`src/rtl/sscfg_pkg.sv`:
```
// Shared types for the serial configuration loader: result codes and
// sequencer states. Assumes a 3-bit status field at the top level.
package sscfg_pkg;

    typedef enum logic [2:0] {
        ST_OK          = 3'd0,
        ST_INIT_LO_TMO = 3'd1,
        ST_INIT_HI_TMO = 3'd2,
        ST_LOAD_ERR    = 3'd3,
        ST_DONE_TMO    = 3'd4
    } cfg_status_e;

    typedef enum logic [3:0] {
        S_IDLE,
        S_PROG,
        S_REL,
        S_CHECK,
        S_LOAD,
        S_CLKLO,
        S_DATA,
        S_CLKHI,
        S_TCHK,
        S_THI,
        S_TLO
    } cfg_state_e;

endpackage

```
`src/rtl/sscfg_sync.sv`:
```
// Two-flop synchroniser for one asynchronous level input.
// Assumes the input is a slow level; RST_VAL is its inactive value.
module sscfg_sync #(
    parameter logic RST_VAL = 1'b0
) (
    input  logic clk,
    input  logic rst_n,
    input  logic d_i,
    output logic q_o
);
    logic meta_q, sync_q;

    // Two register stages in series to settle metastability.
    always_ff @(posedge clk) begin
        if (!rst_n) begin
            meta_q <= RST_VAL;
            sync_q <= RST_VAL;
        end else begin
            meta_q <= d_i;
            sync_q <= meta_q;
        end
    end

    assign q_o = sync_q;
endmodule

```
`src/rtl/sscfg_tick.sv`:
```
// Phase prescaler: while clr_i is low it raises hit_o once every CYC
// cycles. hit_o also restarts the count, so chained phases each last
// exactly CYC cycles. Assumes CYC >= 1.
module sscfg_tick #(
    parameter int CYC = 4
) (
    input  logic clk,
    input  logic rst_n,
    input  logic clr_i,
    output logic hit_o
);
    localparam int W = $clog2(CYC + 1);
    localparam logic [W-1:0] LAST = W'(CYC - 1);
    localparam logic [W-1:0] ONE  = W'(1);

    logic [W-1:0] cnt_q;

    assign hit_o = !clr_i && (cnt_q == LAST);

    // Count cycles inside a timed phase; restart on clear or on a hit.
    always_ff @(posedge clk) begin
        if (!rst_n || clr_i || hit_o) begin
            cnt_q <= '0;
        end else begin
            cnt_q <= cnt_q + ONE;
        end
    end

    AST_TICK_BOUND: assert property (@(posedge clk) disable iff (!rst_n)
        cnt_q <= LAST) else $error("prescaler count past phase end");
endmodule

```
`src/rtl/sscfg_tmo.sv`:
```
// Wait-phase timeout: counts while clr_i is low and saturates at
// LIMIT, where exp_o stays high until the next clear.
module sscfg_tmo #(
    parameter int LIMIT = 1000
) (
    input  logic clk,
    input  logic rst_n,
    input  logic clr_i,
    output logic exp_o
);
    localparam int W = $clog2(LIMIT + 1);
    localparam logic [W-1:0] TOP = W'(LIMIT);
    localparam logic [W-1:0] ONE = W'(1);

    logic [W-1:0] cnt_q;

    assign exp_o = (cnt_q == TOP);

    // Saturating cycle counter for the current wait phase.
    always_ff @(posedge clk) begin
        if (!rst_n || clr_i) begin
            cnt_q <= '0;
        end else if (!exp_o) begin
            cnt_q <= cnt_q + ONE;
        end
    end

    AST_TMO_SATURATE: assert property (@(posedge clk) disable iff (!rst_n)
        exp_o && !clr_i |=> exp_o || $past(clr_i)) else $error("timeout flag dropped");
endmodule

```
`src/rtl/sscfg_loader.sv`:
```
// Serial FPGA configuration sequencer. Runs the program/INIT handshake,
// streams bytes MSB first on a prescaled serial clock, checks for a load
// error before each byte, then clocks with data high until DONE.
// Assumes init_n_i / done_i are asynchronous and nbytes_i is valid with start_i.
module sscfg_loader
    import sscfg_pkg::*;
#(
    parameter int DLY_CYC = 4,
    parameter int TMO_CYC = 100000,
    parameter int CNT_W   = 24
) (
    input  logic             clk,
    input  logic             rst_n,
    input  logic             start_i,
    input  logic [CNT_W-1:0] nbytes_i,
    input  logic             s_valid_i,
    input  logic [7:0]       s_data_i,
    output logic             s_ready_o,
    output logic             prog_n_o,
    output logic             cclk_o,
    output logic             din_o,
    input  logic             init_n_i,
    input  logic             done_i,
    output logic             busy_o,
    output logic             fin_o,
    output logic [2:0]       status_o
);
    localparam logic [CNT_W-1:0] CNT_ONE = CNT_W'(1);
    localparam logic [2:0]       BIT_LAST = 3'd7;

    cfg_state_e       state_q;
    cfg_status_e      status_q, fin_code;
    logic [CNT_W-1:0] rem_q;
    logic [7:0]       sh_q;
    logic [2:0]       bit_q;
    logic             prog_n_q, cclk_q, din_q, fin_q;
    logic             init_n_s, done_s;
    logic             timed, in_wait, tick_hit, tmo_clr, tmo_exp, fin_now;

    sscfg_sync #(.RST_VAL(1'b1)) u_sync_init (
        .clk(clk), .rst_n(rst_n), .d_i(init_n_i), .q_o(init_n_s));
    sscfg_sync #(.RST_VAL(1'b0)) u_sync_done (
        .clk(clk), .rst_n(rst_n), .d_i(done_i), .q_o(done_s));

    // Phases whose length comes from the prescaler.
    always_comb begin
        timed = (state_q == S_CLKLO) || (state_q == S_DATA) || (state_q == S_CLKHI)
             || (state_q == S_THI)   || (state_q == S_TLO);
    end

    // Phases covered by the timeout; a new phase restarts the counter.
    always_comb begin
        in_wait = (state_q == S_PROG) || (state_q == S_REL) || (state_q == S_TCHK)
               || (state_q == S_THI)  || (state_q == S_TLO);
        tmo_clr = !in_wait || ((state_q == S_PROG) && !init_n_s);
    end

    sscfg_tick #(.CYC(DLY_CYC)) u_tick (
        .clk(clk), .rst_n(rst_n), .clr_i(!timed), .hit_o(tick_hit));
    sscfg_tmo #(.LIMIT(TMO_CYC)) u_tmo (
        .clk(clk), .rst_n(rst_n), .clr_i(tmo_clr), .exp_o(tmo_exp));

    // Decide whether this cycle ends the run, and with which code.
    always_comb begin
        fin_now  = 1'b0;
        fin_code = ST_OK;
        case (state_q)
            S_PROG:  if (init_n_s && tmo_exp) begin fin_now = 1'b1; fin_code = ST_INIT_LO_TMO; end
            S_REL:   if (!init_n_s && tmo_exp) begin fin_now = 1'b1; fin_code = ST_INIT_HI_TMO; end
            S_CHECK: if (!done_s && !init_n_s) begin fin_now = 1'b1; fin_code = ST_LOAD_ERR; end
            S_TCHK: begin
                if (done_s) begin
                    fin_now = 1'b1; fin_code = ST_OK;
                end else if (tmo_exp) begin
                    fin_now = 1'b1; fin_code = ST_DONE_TMO;
                end
            end
            default: ;
        endcase
    end

    // Sequencer: state, pin registers, byte shifter and result.
    always_ff @(posedge clk) begin
        if (!rst_n) begin
            state_q  <= S_IDLE;
            status_q <= ST_OK;
            rem_q    <= '0;
            sh_q     <= '0;
            bit_q    <= '0;
            prog_n_q <= 1'b1;
            cclk_q   <= 1'b0;
            din_q    <= 1'b0;
            fin_q    <= 1'b0;
        end else if (fin_now) begin
            state_q  <= S_IDLE;
            status_q <= fin_code;
            prog_n_q <= 1'b1;
            cclk_q   <= 1'b0;
            din_q    <= 1'b0;
            fin_q    <= 1'b1;
        end else begin
            fin_q <= 1'b0;
            case (state_q)
                S_IDLE: if (start_i) begin
                    rem_q    <= nbytes_i;
                    prog_n_q <= 1'b0;
                    state_q  <= S_PROG;
                end
                S_PROG: if (!init_n_s) begin
                    prog_n_q <= 1'b1;
                    state_q  <= S_REL;
                end
                S_REL: if (init_n_s) state_q <= S_CHECK;
                S_CHECK: begin
                    if (rem_q == '0) begin
                        cclk_q  <= 1'b0;
                        din_q   <= 1'b1;
                        state_q <= S_TCHK;
                    end else begin
                        state_q <= S_LOAD;
                    end
                end
                S_LOAD: if (s_valid_i) begin
                    sh_q    <= s_data_i;
                    rem_q   <= rem_q - CNT_ONE;
                    bit_q   <= '0;
                    cclk_q  <= 1'b0;
                    state_q <= S_CLKLO;
                end
                S_CLKLO: if (tick_hit) begin
                    din_q   <= sh_q[7];
                    state_q <= S_DATA;
                end
                S_DATA: if (tick_hit) begin
                    cclk_q  <= 1'b1;
                    state_q <= S_CLKHI;
                end
                S_CLKHI: if (tick_hit) begin
                    sh_q <= {sh_q[6:0], 1'b0};
                    if (bit_q == BIT_LAST) begin
                        state_q <= S_CHECK;
                    end else begin
                        bit_q   <= bit_q + 3'd1;
                        cclk_q  <= 1'b0;
                        state_q <= S_CLKLO;
                    end
                end
                S_TCHK: begin
                    cclk_q  <= 1'b1;
                    state_q <= S_THI;
                end
                S_THI: if (tick_hit) begin
                    cclk_q  <= 1'b0;
                    state_q <= S_TLO;
                end
                S_TLO: if (tick_hit) state_q <= S_TCHK;
                default: state_q <= S_IDLE;
            endcase
        end
    end

    assign s_ready_o = (state_q == S_LOAD);
    assign busy_o    = (state_q != S_IDLE);
    assign prog_n_o  = prog_n_q;
    assign cclk_o    = cclk_q;
    assign din_o     = din_q;
    assign fin_o     = fin_q;
    assign status_o  = status_q;

    AST_IDLE_PINS: assert property (@(posedge clk) disable iff (!rst_n)
        !busy_o |-> prog_n_o && !cclk_o && !s_ready_o) else $error("idle pins");
    AST_PROG_LOW_BUSY: assert property (@(posedge clk) disable iff (!rst_n)
        !prog_n_o |-> busy_o && !cclk_o && !s_ready_o) else $error("program phase");
    AST_DIN_HELD_HIGH_CLK: assert property (@(posedge clk) disable iff (!rst_n)
        cclk_o && $past(cclk_o) |-> $stable(din_o)) else $error("data moved on high clock");
    AST_READY_RELEASED: assert property (@(posedge clk) disable iff (!rst_n)
        s_ready_o |-> prog_n_o && busy_o) else $error("ready outside load");
    AST_TAIL_DATA_HIGH: assert property (@(posedge clk) disable iff (!rst_n)
        (state_q == S_THI) |-> din_o) else $error("tail data low");
    AST_FIN_SINGLE: assert property (@(posedge clk) disable iff (!rst_n)
        fin_o |=> !fin_o) else $error("finish pulse too long");
    AST_FIN_IDLE: assert property (@(posedge clk) disable iff (!rst_n)
        fin_o |-> !busy_o && status_o <= 3'd4) else $error("finish while busy");
    AST_COUNT_HELD: assert property (@(posedge clk) disable iff (!rst_n)
        busy_o && $past(busy_o) && !$past(s_valid_i && s_ready_o) |-> $stable(rem_q))
        else $error("byte count changed mid-run");
endmodule

```
`config.mk`:
```
export PLATFORM = sky130hd
export DESIGN_NAME = sscfg_loader
export DESIGN_NICKNAME = d
export VERILOG_FILES = /design/src/rtl/sscfg_pkg.sv /design/src/rtl/sscfg_sync.sv /design/src/rtl/sscfg_tick.sv /design/src/rtl/sscfg_tmo.sv /design/src/rtl/sscfg_loader.sv
export SDC_FILE = /design/constraint.sdc
export NUM_CORES = 1
export LEC_CHECK = 0
export ABC_AREA = 1
export BUFFER_PORTS_ARGS = -buffer_cell sky130_fd_sc_hd__buf_2
export CORE_ASPECT_RATIO = 1.1
export CORE_MARGIN = 3
export CORE_UTILIZATION = 59
export DETAILED_ROUTE_END_ITERATION = 8
export GPL_TIMING_DRIVEN = 1
export PLACE_DENSITY = 0.87
export SLEW_MARGIN = 20
export SYNTH_ARGS = -nofsm -noshare
export SYNTH_HDL_FRONTEND = slang
export SYNTH_SLANG_ARGS = --single-unit
export TNS_END_PERCENT = 50
```
`constraint.sdc`:
```
create_clock -name clk -period 2 [get_ports clk]
set_clock_uncertainty 0.05 [all_clocks]
set_input_delay 0.2 -clock clk [delete_from_list [all_inputs] [get_ports clk]]
set_output_delay 0.2 -clock clk [all_outputs]
set_load 0.01 [all_outputs]
```
Word level (Yosys, flattened, before mapping). Cells that the tools add are included.

Mux-type cells: 48. Add/sub/neg operators: 4. Reduce and logical (&&, ||, !) cells: 38. Bitwise operators: 2. Equality and inequality tests: 24.

Operator list (count): 2-to-1 mux 24 bit (2); case mux 24 bit (2 select lines) (1); case mux 4 bit (11 select lines) (1); 2-to-1 mux 4 bit (10); logical NOT 24 bit (1); subtractor 24 x 1 -> 24 bit (second input constant) (1); 2-to-1 mux 3 bit (6); adder 17 x 1 -> 17 bit (second input constant) (1); equality test 17 bit (second input constant) (1); 2-to-1 mux 1 bit (17); equality test 4 x 3 -> 1 bit (second input constant) (4); 2-to-1 mux 8 bit (2); case mux 8 bit (2 select lines) (1); equality test 4 bit (second input constant) (3); logical OR 1 bit (12); != test 2 x 1 -> 1 bit (second input constant) (6); case mux 3 bit (4 select lines) (1); != test 2 bit (second input constant) (5); AND reduction 9 bit (1); equality test 4 x 2 -> 1 bit (second input constant) (2); AND reduction 4 bit (2); nonzero test 2 bit (4); AND reduction 7 bit (1); adder 3 x 1 -> 3 bit (second input constant) (2); other kinds (17) (29).

Word-level logic and storage cells: 131. Input port bits: 38. Flip-flop bits (word level): 70.

Depth between registers and ports, before layout. Gate-level depths: netlist of the first run.

Depth in word-level cells: 8. Mapped depth: 13. Mapped depth without buffers: 13.

Modules after synthesis. From an unflattened synthesis of the first run, not the netlist that was laid out.

Cells, all modules: 681. Area total of the unflattened synthesis: 4172.8 um^2.

Modules (own cells, without submodules): sscfg_loader (cells an instance 482, area each 2904.0 um^2, sequential area each 920.9 um^2, instances 1); sscfg_tmo (cells an instance 173, area each 1039.7 um^2, sequential area each 340.3 um^2, instances 1); sscfg_tick (cells an instance 14, area each 118.9 um^2, sequential area each 60.1 um^2, instances 1); sscfg_sync (cells an instance 6, area each 55.1 um^2, sequential area each 40.0 um^2, instances 2).

Worst setup path after synthesis of the first run. OpenSTA, ideal clock, no wires.

Path type: flip-flop to flip-flop. Start: reg rem_q[0]. End: reg rem_q[20]. Required time: 1.880 ns. Arrival time: 1.535 ns. Path buffers: 0. Cell stages (with the launch flop): 12. Clock period less this slack: 1.655 ns. Path slack: 0.345 ns. Cell sequence: dfxtp_1 -> inv_1 -> ha_1 -> nand2_1 -> nor2_2 -> nand2_1 -> nor2_2 -> inv_1 -> nor2_1 -> xor2_1 -> nand2_1 -> a21oi_1.

Longest elaborated chain between the ends: 3.

Ends and longest elaborated chain: start, declared (RTL line sscfg_loader.sv:33) `logic [CNT_W-1:0] rem_q;`; start signal, assigned (RTL line sscfg_loader.sv:105) `rem_q <= nbytes_i;`; start signal, assigned (RTL line sscfg_loader.sv:125) `rem_q <= rem_q - CNT_ONE;`; subtractor 24 x 1 -> 24 bit (RTL line sscfg_loader.sv:125); 2-to-1 mux 24 bit (RTL line sscfg_loader.sv:123) `S_LOAD: if (s_valid_i) begin`; case mux 24 bit (2 select lines) (RTL line sscfg_loader.sv:103) `case (state_q)`.

Every way passes these cells. The select of a mux whose other input is x is not followed. A chain may end at the register's enable or synchronous reset.

Worst setup path after layout of the first run.
Start: reg state_q[1]. End: out s_ready_o.

Longest elaborated chain between the ends: 1.

Ends and longest elaborated chain: start, declared (RTL line sscfg_loader.sv:31) `cfg_state_e state_q;`; start signal, assigned (RTL line sscfg_loader.sv:85) `state_q <= S_IDLE;`; start signal, assigned (RTL line sscfg_loader.sv:95) `state_q <= S_IDLE;`; start signal, assigned (RTL line sscfg_loader.sv:107) `state_q <= S_PROG;`; equality test 4 x 3 -> 1 bit (RTL line sscfg_loader.sv:162) `assign s_ready_o = (state_q == S_LOAD);`; end, declared (RTL line sscfg_loader.sv:18) `output logic s_ready_o,`.

Every way passes these cells.

==> results summary, run 1 <==
The H-tree level count came out at 3. In this run the deepest clock path goes through 2 buffers. CTS saw 70 sinks. From left edge to right edge, the die measures 84.4 µm. Before antenna repair, the detailed router went through 5 iterations.

For this run, the post-layout net count is 698. The clock transition at the register clock pins on the worst setup and hold paths after CTS came out at 0.08 ns. The worst register-to-register path has a setup slack of 0.15 ns.

The worst hold path begins at init_n_i. Yosys attributes the largest share of cell area to sky130_fd_sc_hd__dfxtp_1, sky130_fd_sc_hd__nand2_1, sky130_fd_sc_hd__nor2_1. The nature of the critical path startpoint is a flop. The critical path launch point is state_q[1]. The standard cell area after detailed placement came out at 0.00431 mm².

The path class of the tightest hold or removal check is in -> reg. The count of nets left with antenna violations once routing finished came out at 0. The max-slew violation total from the final report came out at 0. The startpoint identified for the worst register-to-register timing path is rem_q[0].

The share of synthesized area in the top cell type comes to 0.351. The static power due to leakage is 0.00210 µW. The clock insertion delay at the later pin of the skew report is 0.35 ns. The number of diodes is 0. The fraction of layout instances using a drive strength above 1 is 0.175.

The wire length of the first global-routing pass is 15600 µm. The total I/O pin count came out at 47. The count of input and output buffers came out at 46.

The number of synthesized register bits came out at 70. The initial antenna violation count came to 0. The number of buffers created by CTS came out at 9. The fmax is 0.523 GHz. The final layout contains routed wiring with a total length of 9520 µm. Setup violations remaining at the end of the flow were counted as 0. The share of the clock period used by the worst path came out at 0.955. The worst setup path is captured at a primary output.

The core outline area is 0.00638 mm². The data required time at the worst endpoint came out at 1.75 ns. The maximum number of pins on one net before global-route repair came out at 39. The post-detailed-placement half-perimeter wirelength is 6750 µm. Measured along the y axis, the die boundary spans 92.3 µm. The worst-case reg-to-reg path depth is 11. The number of warning messages in the yosys log came out at 0.

The starting utilization of the core area is 0.626. The final route contains 4034 vias. The worst path needs 1.91 ns of the cycle, external delays included. The sequential fraction of the synthesis area is 0.351. The layout overhead on the synthesized area came out at 15.6%. The wire length per cell came out at 12.9 µm. The endpoint identified for the worst register-to-register timing path is rem_q[20]. Counting every net in the synthesized netlist gives 647. In the synthesized netlist, the number of instances is 601. The number of hold violations in the final report was 0. The post-route non-filler standard cell count is 737.

The number of buffers inserted by hold repair at cts is 0. The total global-route track usage came out at 0.243. The die covers 0.00779 mm². The count of fill cells added during filler insertion is 509. Data on the critical path arrives at its endpoint at 1.66 ns.

The leading area contributor after synthesis is sky130_fd_sc_hd__dfxtp_1. The via count of the first global-routing pass is 3722. The congestion estimate from routability-driven global placement came to 0.998. TritonCTS built the clock tree. After global routing the overflow that remains totals 0. The number of rows created at floorplan came out at 30.

The relative slew slack came out at 0.605. In this run the clock root is driven by a sky130_fd_sc_hd__clkbuf_8. Including well taps, the total number of placed cells is 720. The synthesized netlist occupies a cell area of 0.00399 mm². Across the VDD grid, the largest voltage drop is 868 µV. The slew of the pin with the lowest slew margin came out at 0.592 ns. For this run, design rule violations remaining after detail routing come to 0. For this design the ratio of total power to cell area is 1300 mW/mm². The run finished with clean final reports. The destination of the critical timing path is s_ready_o. Synthesis instantiated 41 different standard cells from the library.

The average vias per placed instance came out at 5.47. The maximum net fanout on the critical path came out at 26. The detailed router's first-iteration violation count came out at 257.

Along the worst hold path, the cell count comes to 2. The setup path with the least slack is of type reg -> out. Dividing the synthesized area by the synthesized cell count gives 6.64 µm². Max-cap violations in this run came to 0. The post-route cell area came out at 0.00461 mm².
## layer usage
layer	share of wire	GRT usage
met4	0.016	0.102
met5	0	0
met3	0.058	0.0512
met2	0.50	0.418
met1	0.43	0.293
## registers in the layout (all words and copies together), names as in the netlist, 3 cells and up
| register | flops |
|---|---|
| u_tmo.cnt_q | 17 |
| status_o | 3 |
| u_tick.cnt_q | 3 |
| state_q | 4 |
| sh_q | 8 |
| rem_q | 24 |
| bit_q | 3 |
## area by class of cell
| class | count | area [µm²] | share of cell area |
|---|---|---|---|
| sequential | 70 | 1410 | 0.305 |
| multi-input combinational | 430 | 2230 | 0.483 |
| timing repair buffer | 55 | 310 | 0.0672 |
| tap | 80 | 100 | 0.0217 |
| inverter | 86 | 323 | 0.0700 |
| clock inverter | 6 | 109 | 0.0236 |
| clock buffer | 10 | 138 | 0.0298 |
## repair_timing
action,in CTS,in global routing
setup buffers,0,1
endpoints found under the setup margin,0,10
gates resized for setup,0,16
## cell usage after synthesis (all sizes together)
library cell,number
clkbuf,7
or2,4
nor4,2
o211ai,5
o221ai,1
nand2,118
nand4,11
buf,8
nor3,12
xor2,7
nand3,35
a32o,1
dfxtp,70
inv,86
nand3b,4
xnor2,1
o21a,2
o31ai,1
and2,1
a21oi,55
o22ai,1
a31oi,5
ha,8
o21ai,54
a21o,2
a211oi,7
nor2,93
## power by group
group / switching (µW) / internal, µW
Combinational: 1660 / 938
Sequential: 299 / 1720
Clock: 548 / 860
## how the worst min path moves through the flow
stage | slack [ns] | end
2_1_floorplan | 0.25 | u_sync_done.meta_q
3_3_place_gp | 0.34 | u_sync_done.q_o
3_5_place_dp | 0.36 | u_sync_init.q_o
4_1_cts | 0.001 | u_sync_done.meta_q
5_1_grt | 0.02 | u_sync_init.meta_q
6_report | 0.02 | u_sync_init.meta_q
## through the flow
step,setup TNS [ns],total power [µW],utilization,hold WS (ns),setup WS [ns]
final,0,6020,0.723,0.0235,0.0894
after global routing,-0.0461,6470,0.723,0.0182,-0.0246
after CTS,0,5970,0.713,0.00113,0.0769
after detailed placement,0,4540,0.675,0.357,0.133
after global placement,0,4430,0.675,0.344,0.229
after floorplan,0,3980,-,0.248,0.345
## critical path: stages (launching register included)
cell	delay, ns
sky130_fd_sc_hd__dfxtp_1	0.41
sky130_fd_sc_hd__nor2_4	0.20
sky130_fd_sc_hd__inv_2	0.11
sky130_fd_sc_hd__nor2_8	0.10
sky130_fd_sc_hd__buf_4	0.30
sky130_fd_sc_hd__buf_2	0.19
## cell usage in the layout (no fill, tap or decap), types with 2 or more instances in the layout
cell type	netlist	final
sky130_fd_sc_hd__o21ai_0	49	49
sky130_fd_sc_hd__o211ai_1	5	5
sky130_fd_sc_hd__nand2_2	6	8
sky130_fd_sc_hd__nand2_1	111	109
sky130_fd_sc_hd__or2_2	4	4
sky130_fd_sc_hd__o21ai_1	2	2
sky130_fd_sc_hd__a21oi_1	55	55
sky130_fd_sc_hd__nor3_1	12	11
sky130_fd_sc_hd__nand3b_1	3	3
sky130_fd_sc_hd__clkinv_2	0	2
sky130_fd_sc_hd__a211oi_1	6	6
sky130_fd_sc_hd__inv_2	7	7
sky130_fd_sc_hd__o21a_1	2	2
sky130_fd_sc_hd__nand4_1	11	11
sky130_fd_sc_hd__a21o_1	2	2
sky130_fd_sc_hd__nand3_1	34	33
sky130_fd_sc_hd__nand3_2	1	2
sky130_fd_sc_hd__dfxtp_1	70	67
sky130_fd_sc_hd__inv_1	79	79
sky130_fd_sc_hd__bufinv_16	0	3
sky130_fd_sc_hd__nor2_2	6	5
sky130_fd_sc_hd__o21ai_4	2	2
sky130_fd_sc_hd__clkbuf_8	0	10
sky130_fd_sc_hd__ha_1	8	7
sky130_fd_sc_hd__xor2_1	7	7
sky130_fd_sc_hd__a31oi_1	5	5
sky130_fd_sc_hd__dfxtp_2	0	3
sky130_fd_sc_hd__nor4_1	2	2
sky130_fd_sc_hd__nor2_1	84	81
sky130_fd_sc_hd__buf_4	0	8
sky130_fd_sc_hd__buf_2	3	46
sky130_fd_sc_hd__nor2_4	2	6
## logic make-up (layout without fill, tap and decap cells)
logic type,Yosys count,count (layout),share of synthesized area
AND/OR/NAND/NOR,280,280,0.312
adder cells (fa/ha/maj),8,8,0.0251
AO/OA/AOI/OAI,134,134,0.191
flip-flops,70,70,0.351
buffers and inverters,101,157,0.103
XOR/XNOR,8,8,0.0176
(Power assumes the default switching activity.)
==> run 2: changes to the inputs <==
--- a/config.mk
+++ b/config.mk
@@ -9,10 +9,11 @@
 export BUFFER_PORTS_ARGS = -buffer_cell sky130_fd_sc_hd__buf_2
 export CORE_ASPECT_RATIO = 1.1
 export CORE_MARGIN = 3
-export CORE_UTILIZATION = 59
+export CORE_UTILIZATION = 50
 export DETAILED_ROUTE_END_ITERATION = 8
 export GPL_TIMING_DRIVEN = 1
-export PLACE_DENSITY = 0.87
+export PLACE_DENSITY = 0.76
+export RECOVER_POWER = 100
 export SLEW_MARGIN = 20
 export SYNTH_ARGS = -nofsm -noshare
 export SYNTH_HDL_FRONTEND = slang
==> results summary, run 2 (same netlist as run 1, synthesis figures left out) <==
Outcome: complete, no violations (unchanged). The worst-case clock buffer depth came out at 2 (unchanged). The number of nets in the layout was 700 (was 698).

The post-route cell area came out at 0.00460 mm² (was 0.00461 mm²). The number of hold violations in the final report is 0 (unchanged). The cell area power density came out at 1280 mW/mm² (was 1300 mW/mm²). The overall via count from detail_route came out at 3968 (was 4034).

The relative slew slack came to 0.615 (was 0.605). Setup repair after global routing could not meet its margin everywhere. The share of the clock period used by the worst path came out at 0.955 (about the same). The fraction of layout instances using a drive strength above 1 came to 0.150 (was 0.175). The via count of the first global-routing pass is 3611 (was 3722). The die outline height is 99.7 µm (was 92.3 µm). The layout overhead on the synthesized area is 15.1% (was 15.6%).

The number of flip-flops in the largest register came out at 24 (unchanged). Most frequent cells in the layout: sky130_fd_sc_hd__nand2_1, sky130_fd_sc_hd__nor2_1, sky130_fd_sc_hd__inv_1, sky130_fd_sc_hd__dfxtp_1, sky130_fd_sc_hd__a21oi_1 (unchanged). The total iterations of the first detailed-routing run is 5 (unchanged).

The initial antenna violation count came out at 0 (unchanged). The core outline area came out at 0.00760 mm² (was 0.00638 mm²). The buffers inserted during post-CTS setup optimization is 0 (unchanged). The fmax came out at 0.524 GHz (was 0.523 GHz). The type of the worst min-delay path is in -> reg (unchanged). The root cell of the clock tree is sky130_fd_sc_hd__clkbuf_8 (unchanged). The register name with the most flops was rem_q (unchanged).

The wire length of the first global-routing pass is 15800 µm (was 15600 µm). The slew of the pin with the lowest slew margin is 0.577 ns (was 0.592 ns). The sequential fraction of design power was 0.341 (was 0.335). The area enclosed by the die boundary was 0.00909 mm² (was 0.00779 mm²). The wire length per cell is 12.3 µm (was 12.9 µm). The count of fill cells added during filler insertion came out at 741 (was 509). The static power due to leakage came out at 0.00203 µW (was 0.00210 µW). The weighted congestion at the end of routability-driven global placement is 0.898 (was 0.998).

The detailed router's first-iteration violation count is 156 (was 257). The detailed-route DRC error count came out at 0 (unchanged). The number of antenna-violating nets in the routed design is 0 (unchanged). The width of the die is 91.2 µm (was 84.4 µm). The part of the total power dissipated in the clock network is 0.217 (was 0.234). The type of the worst setup path is reg -> out (unchanged). The peak supply drop is 728 µV (was 868 µV).

The least setup slack across all paths after layout came out at 0.0905 ns (was 0.0894 ns). The maximum net fanout on the critical path was 26 (unchanged). The global route total overflow came out at 0 (unchanged). The maximum number of pins on one net before global-route repair is 39 (unchanged).

The endpoint class of the critical path is a primary output (unchanged). The data required time at the worst endpoint came out at 1.75 ns (about the same). The final setup violation count came out at 0 (unchanged). The post-detailed-placement half-perimeter wirelength was 6830 µm (was 6750 µm). The number of rows created at floorplan is 33 (was 30).

The clock period minus worst slack is 1.91 ns (about the same). The signal arrival time at the worst endpoint is 1.66 ns (about the same). The total length of routed wires came to 9430 µm (was 9520 µm). The starting utilization of the core area was 0.526 (was 0.626). The area of all sequential standard cells came to 0.00140 mm² (was 0.00141 mm²).

Largest registers: rem_q x24, u_tmo.cnt_q x17, sh_q x8 (unchanged). The internal power component was 3350 µW (was 3520 µW). The nature of the critical path startpoint is a flop (unchanged). The average vias per placed instance came out at 5.19 (was 5.47). The count of input and output buffers is 46 (unchanged).

The standard cell area after detailed placement came to 0.00434 mm² (was 0.00431 mm²). The combined area of the multi-input logic cells came to 0.00220 mm² (was 0.00223 mm²). The net switching share of the total power is 0.429 (was 0.416). The number of max-cap violations is 0 (unchanged). The worst-case setup slack after placement is 0.105 ns (was 0.133 ns). The H-tree level count is 3 (unchanged). The total global-route track usage is 0.212 (was 0.243). The number of buffers created by CTS came out at 9 (unchanged). The max-slew violation total from the final report is 0 (unchanged). The switching power came out at 2520 µW (was 2500 µW). The clock tree from TritonCTS was yes (unchanged). The clock insertion delay at the later pin of the skew report came out at 0.36 ns (was 0.35 ns). The most common cell after layout, fill and taps aside is sky130_fd_sc_hd__nand2_1 (unchanged). The clock transition at the register clock pins on the worst setup and hold paths after CTS came out at 0.08 ns (about the same). The combinational fraction of design power came to 0.441 (was 0.431). The CTS sink count is 70 (unchanged). The number of diodes came out at 0 (unchanged).

The total I/O pin count is 47 (unchanged).
[run 2: cell count changes in the layout (fill, tap and decap cells not counted), sizes merged]
cell         delta
buf            -10
bufinv          -1
clkbuf          +9
clkinv          +1
dlygate4sd3     +2
inv             +1
[run 2: final timing paths]
check | from | end | slack, ns | cells past startpoint
max | state_q[1] | s_ready_o | 0.09 | 5
min | nbytes_i[9] | rem_q[9] | 0.03 | 3
max reg2reg | state_q[0] | state_q[2] | 0.13 | 11
min reg2reg | u_sync_init.meta_q | u_sync_init.q_o | 0.37 | 1
[run 2: power by group through the flow]
| stage | clock network, µW | logic, µW | registers, µW |
|---|---|---|---|
| 5_1_grt | 1360 | 2940 | 2050 |
| 6_report | 1280 | 2590 | 2010 |
| 4_1_cts | 1300 | 2560 | 1990 |
| 2_1_floorplan | 0 | 2020 | 1960 |
| 3_3_place_gp | 0 | 2460 | 2010 |
| 3_5_place_dp | 0 | 2530 | 2020 |
[run 2: per-layer routing]
layer | up-vias | share of wire | global-route usage | routed length (µm)
li1 | 2076 | - | - | -
met2 | 103 | 0.47 | 0.353 | 4440
met5 | - | 0 | 0 | 0
met3 | 19 | 0.045 | 0.0295 | 423
met4 | 0 | 0.022 | 0.102 | 204
met1 | 1770 | 0.46 | 0.270 | 4360
[run 2: timing repair]
action	4_1_cts	5_1_grt
hold buffers	2	0
setup endpoints to repair	0	12
gates resized for setup	0	9
endpoints found under the hold margin	2	0
[run 2: critical path, stage by stage, from the launching register on]
cell                      delay, ns
sky130_fd_sc_hd__dfxtp_1       0.40
sky130_fd_sc_hd__nor2_4        0.20
sky130_fd_sc_hd__inv_2         0.11
sky130_fd_sc_hd__nor2_8        0.11
sky130_fd_sc_hd__buf_4         0.30
sky130_fd_sc_hd__buf_2         0.19
[run 2: layout make-up]
class	instances	share of cell area
Multi-Input combinational cell	430	0.479
Clock inverter	7	0.0210
Clock buffer	9	0.0270
Sequential cell	70	0.305
Inverter	86	0.0702
Timing Repair Buffer	57	0.0692
Tap cell	105	0.0286
[run 2: metrics by stage]
step           TNS (ns)  hold WS (ns)  utilization  total power [µW]  std cells
2_1_floorplan         0         0.248            -              3980        601
3_3_place_gp          0         0.347        0.572              4470        746
3_5_place_dp          0         0.352        0.572              4550        746
4_1_cts               0        0.0287        0.603              5850        764
5_1_grt         -0.0318        0.0659        0.605              6350        764
6_report              0        0.0319        0.605              5880        764
